<file path="config.mk">
export PLATFORM = sky130hd
export DESIGN_NAME = spec_track_bits
export DESIGN_NICKNAME = d
export VERILOG_FILES = /design/src/rtl/spec_track_bits.sv
export SDC_FILE = /design/constraint.sdc
export NUM_CORES = 1
export LEC_CHECK = 0
export CAP_MARGIN = 0
export CORE_MARGIN = 3
export CORE_UTILIZATION = 50
export CTS_CLUSTER_SIZE = 30
export DETAILED_ROUTE_END_ITERATION = 8
export PLACE_DENSITY = 0.8
export RECOVER_POWER = 50
export SLEW_MARGIN = 20
export SYNTH_ARGS = -nofsm -noshare
export SYNTH_HDL_FRONTEND = slang
export SYNTH_SLANG_ARGS = --single-unit
export TNS_END_PERCENT = 50
</file>
<file path="constraint.sdc">
create_clock -name clk -period 3.5 [get_ports clk]
set_clock_uncertainty 0.1 [all_clocks]
set_input_delay 0.7 -clock clk [delete_from_list [all_inputs] [get_ports clk]]
set_output_delay 0.7 -clock clk [all_outputs]
set_load 0.05 [all_outputs]
</file>
<file path="src/rtl/spec_track_bits.sv">
module spec_track_bits #(
  parameter int NLINES    = 16,
  parameter int WORDS     = 4,
  parameter bit WORD_GRAN = 1'b0,
  localparam int LW = $clog2(NLINES),
  localparam int WW = $clog2(WORDS),
  localparam int NB = NLINES * WORDS
) (
  input  logic              clk,
  input  logic              rst_n,
  input  logic              ld_valid,
  input  logic [LW-1:0]     ld_line,
  input  logic [WW-1:0]     ld_word,
  input  logic              st_valid,
  input  logic [LW-1:0]     st_line,
  input  logic [WW-1:0]     st_word,
  input  logic              snoop_valid,
  input  logic [LW-1:0]     snoop_line,
  input  logic [WW-1:0]     snoop_word,
  input  logic              commit_req,
  input  logic              abort_ack,
  output logic              violation,
  output logic [NLINES-1:0] discard_mask,
  output logic              cl_valid,
  output logic [LW-1:0]     cl_line,
  output logic              cl_last
);

  logic [NB-1:0]     rd, ren;
  logic [NLINES-1:0] mod, mod_rest;
  logic              drain, hit;

  wire active = !violation && !drain;

  generate
    if (WORD_GRAN) begin : g_word
      assign hit = rd[{snoop_line, snoop_word}];
    end else begin : g_line
      assign hit = |rd[snoop_line*WORDS +: WORDS];
    end
  endgenerate

  always_comb begin
    cl_line = '0;
    for (int i = NLINES - 1; i >= 0; i--)
      if (mod[i]) cl_line = LW'(i);
  end

  assign mod_rest     = mod & (mod - 1'b1);
  assign cl_valid     = drain && (mod != '0);
  assign cl_last      = cl_valid && (mod_rest == '0);
  assign discard_mask = violation ? mod : '0;

  always_ff @(posedge clk) begin
    if (!rst_n || abort_ack) begin
      rd <= '0; ren <= '0; mod <= '0;
      violation <= 1'b0; drain <= 1'b0;
    end else if (drain) begin
      if (mod_rest == '0) begin
        rd <= '0; ren <= '0; mod <= '0;
        drain <= 1'b0;
      end else begin
        mod[cl_line] <= 1'b0;
      end
    end else if (active) begin
      if (snoop_valid && hit) violation <= 1'b1;
      else if (commit_req) drain <= 1'b1;
      if (ld_valid && !ren[{ld_line, ld_word}]) rd[{ld_line, ld_word}] <= 1'b1;
      if (st_valid) begin
        mod[st_line] <= 1'b1;
        ren[{st_line, st_word}] <= 1'b1;
      end
    end
  end

  assert_viol_sticky_R4: assert property (@(posedge clk) disable iff (!rst_n)
    violation && !abort_ack |=> violation);

  assert_ack_clears_R4: assert property (@(posedge clk) disable iff (!rst_n)
    abort_ack |=> !violation && !cl_valid && discard_mask == '0);

  assert_ascending_R8: assert property (@(posedge clk) disable iff (!rst_n)
    cl_valid && !cl_last && !abort_ack |=> cl_valid && cl_line > $past(cl_line));

  assert_list_ends_R9: assert property (@(posedge clk) disable iff (!rst_n)
    cl_last && !abort_ack |=> !cl_valid);

  assert_no_list_when_violated_R10: assert property (@(posedge clk) disable iff (!rst_n)
    violation |-> !cl_valid);

endmodule

</file>
==> results.tsv <==
stage	metric	value	unit
clocking	htree depth	4	
floorplanning	Vert. Die Dim	124	µm
global_route	vias in the first global route	5880	
timing	Final Max Slew Viols	0	
critical_path	crit path capture type	output pin	
logic_synthesis	Top FF cell, synth	dfxtp_1	
drt	Routed Wire Length	18900	µm
global_route	global-route wire length before repair	29800	µm
critical_path	Reg-to-Reg Start	mod[7]$_SDFFE_PP0P_	
drt	via density per instance	6.24	
finish	# diodes	0	
critical_path	Crit Path Class	register to output pin	
finish	most frequent cells in the layout	185 x a21oi_1, 146 x dfxtp_1, 84 x nor2_1	
critical_path	critical path startpoint category	register	
clocking	clock slew seen by the registers of the worst setup and hold paths	60	ps
clocking	CTS Hold Bufs	0	
placement	Port-buffer cells	45	
timing	Final WS setup	120	ps
floorplanning	row count	42	
drt	drt pass-1 iters	5	
timing	Final Cycle Share	96.6	%
drt	via count	6747	
clocking	root buf cell	clkbuf_16	
floorplanning	Initial Utilization	51.6	%
logic_synthesis	Yosys reg bits	146	
global_route	GRT Util Overall	24.9	%
placement	Area after DPL	7650	µm²
clocking	Num CTS Buffers	17	
logic_synthesis	post-synth cell types	61	
logic_synthesis	post-synth top area share	42.3	%
timing	Slew HR	31.5	%
global_route	remaining global-route overflow	0	
critical_path	critical path required time	2700	ps
logic_synthesis	asr flop ratio synth	0	%
logic_synthesis	Syn Nets	876	
logic_synthesis	Post-Syn Instances	851	
worst_hold_path	hold wc startpoint	rd[14]$_SDFFE_PP0P_	
critical_path	Critical Path AT	2580	ps
status	status	finished, final reports clean	
finish	commonest non-fill, non-tap cell in the layout	a21oi_1	
drt	antenna viol nets, final	0	
global_route	initial antenna violation count	0	
finish	layout cells sized above 1	10.5	%
logic_synthesis	synth top area cells	dfxtp_1 42%, a21oi_1 13%, nand3_1 5.5%, nor2_1 4.6%, o21a_1 3.6%	
power_and_ir_drop	Tot Pwr	0.00389	W
drt	Avg WL per Cell	17.4	µm
timing	setup TNS	0	ps
power_and_ir_drop	Cell Pwr Density	468	nW/µm²
critical_path	CP Launch Point	mod[7]$_SDFFE_PP0P_	
clocking	clock latency at the later pin of the worst-skew pair	420	ps
finish	final core occ	62.1	%
clocking	clk sinks	146	
clocking	CTS max path bufs	2	
logic_synthesis	Yosys Warn Count	0	
logic_synthesis	area leader, netlist	dfxtp_1	
floorplanning	die area	15300	µm²
finish	Final nets	918	
floorplanning	I/O pin count	48	
clocking	TritonCTS clock tree	done	
power_and_ir_drop	leakage power	2.81	nW
finish	Filler cells	1156	
worst_hold_path	Worst Hold Class	register to register	
timing	Least-Margin Pin Slew	1020	ps
floorplanning	core box area	13400	µm²
placement	worst slack, placed	178	ps
finish	cell area after layout	8320	µm²
global_route	largest net degree at the start of global routing	65	
timing	f_max	0.296	GHz
timing	minimum clock period	3380	ps
timing	final hold vios	0	
drt	Initial DRC Count	944	
logic_synthesis	mapped cell area	6920	µm²
job	# Max-Cap Violations	0	
timing	Final Setup Violations	0	
placement	Post-DP HPWL	12300	µm
timing	RSZ-0062 raised after global routing	no	
logic_synthesis	Synth Area per Inst	8.13	µm²
floorplanning	Die W	124	µm
logic_synthesis	Seq/Total Area, Yosys	42.3	%
power_and_ir_drop	Worst IR Drop VDD	360	µV
logic_synthesis	Post-synth EDFFs	0	
drt	DRC	0	
critical_path	crit-path max FO	9	
finish	area growth from synthesis to layout	20.2	%
placement	GP Congestion	0.925	
==> final cells by class <==
type / count / area [µm²] / area share [%]
Clock buffer: 25 / 515 / 6.20
Clock inverter: 7 / 119 / 1.43
Inverter: 10 / 37.5 / 0.451
Multi-Input combinational cell: 630 / 3670 / 44.2
Sequential cell: 146 / 2920 / 35.1
Tap cell: 176 / 220 / 2.65
Timing Repair Buffer: 88 / 827 / 9.94
==> routing by layer <==
layer / part of all wire [%] / up-vias / GRT usage, %
met5: 0 / - / 0
met4: 2.1 / 0 / 9.07
met3: 8.0 / 41 / 6.58
met2: 47 / 295 / 38.5
met1: 43 / 3205 / 33.5
li1: - / 3206 / -
==> power by group <==
| group | switching (W) | internal (W) |
|---|---|---|
| Sequential | 0.00000554 | 0.00167 |
| Clock | 0.000686 | 0.00124 |
| Combinational | 0.000193 | 0.000101 |
| Total | 0.000885 | 0.00301 |
==> metrics by stage <==
step / hold WS, ps / instances
floorplan: 337 / 851
global placement: 347 / 1049
detailed placement: 356 / 1049
CTS: 368 / 1081
global route: 384 / 1082
finish: 365 / 1082
==> sequential cells by signal, indices dropped and copies added, names as in the netlist <==
signal	count
ren	64
violation	1
rd	64
mod	16
drain	1
==> kinds of logic (layout without fill, tap and decap cells) <==
logic type | count (synthesis) | after routing | share of synthesized area, %
mux | 24 | 24 | 4.65
simple gates | 319 | 319 | 23.2
flops | 146 | 146 | 42.3
buf+inv | 75 | 130 | 5.19
fa+ha+maj | 1 | 1 | 0.145
compound gates | 286 | 286 | 24.6
==> cell usage after synthesis (2+ instances only) <==
library cell  instances
nor3_1               31
and3_1                6
nor2_1               84
nor2b_1              12
mux2_2                5
buf_6                 6
nand3b_1              3
o41ai_1               5
a311oi_1              6
inv_1                10
nand2b_1             11
buf_4                 3
a21oi_1             186
a221oi_1              3
mux2i_1              13
a211oi_1              9
nand2_1              36
mux4_2                6
o21ai_0               9
o21bai_1              3
a31oi_1               5
and2_1               22
nand4_1               3
o21a_1               33
nor4_1               26
a22o_1                2
nand3_1              76
buf_2                17
a22oi_1               3
dfxtp_1             146
clkbuf_1             38
o31ai_1               4
==> critical path, stage by stage, from the launching register on <==
cell       delay (ps)
dfxtp_1           420
nor4_4            300
buf_4             190
nand3_2           160
a2111oi_4         420
and4_2            320
and2_1            190
buf_12            150
==> worst paths after layout <==
path              slack, ps  cells after the start             endpoint
setup / recovery        120                      7              cl_last
hold / removal          360                      1  rd[14]$_SDFFE_PP0P_
setup reg to reg        610                      8  rd[42]$_SDFFE_PP0P_
hold reg to reg         360                      1  rd[14]$_SDFFE_PP0P_
==> what timing repair did <==
| item | 4_1_cts | 5_1_grt |
|---|---|---|
| pin swaps | 0 | 1 |
| setup endpoints to repair | 3 | 1 |
| gates resized for setup | 3 | 3 |
| setup buffers | 0 | 1 |
No activity file was read; power rests on OpenSTA's default activity.
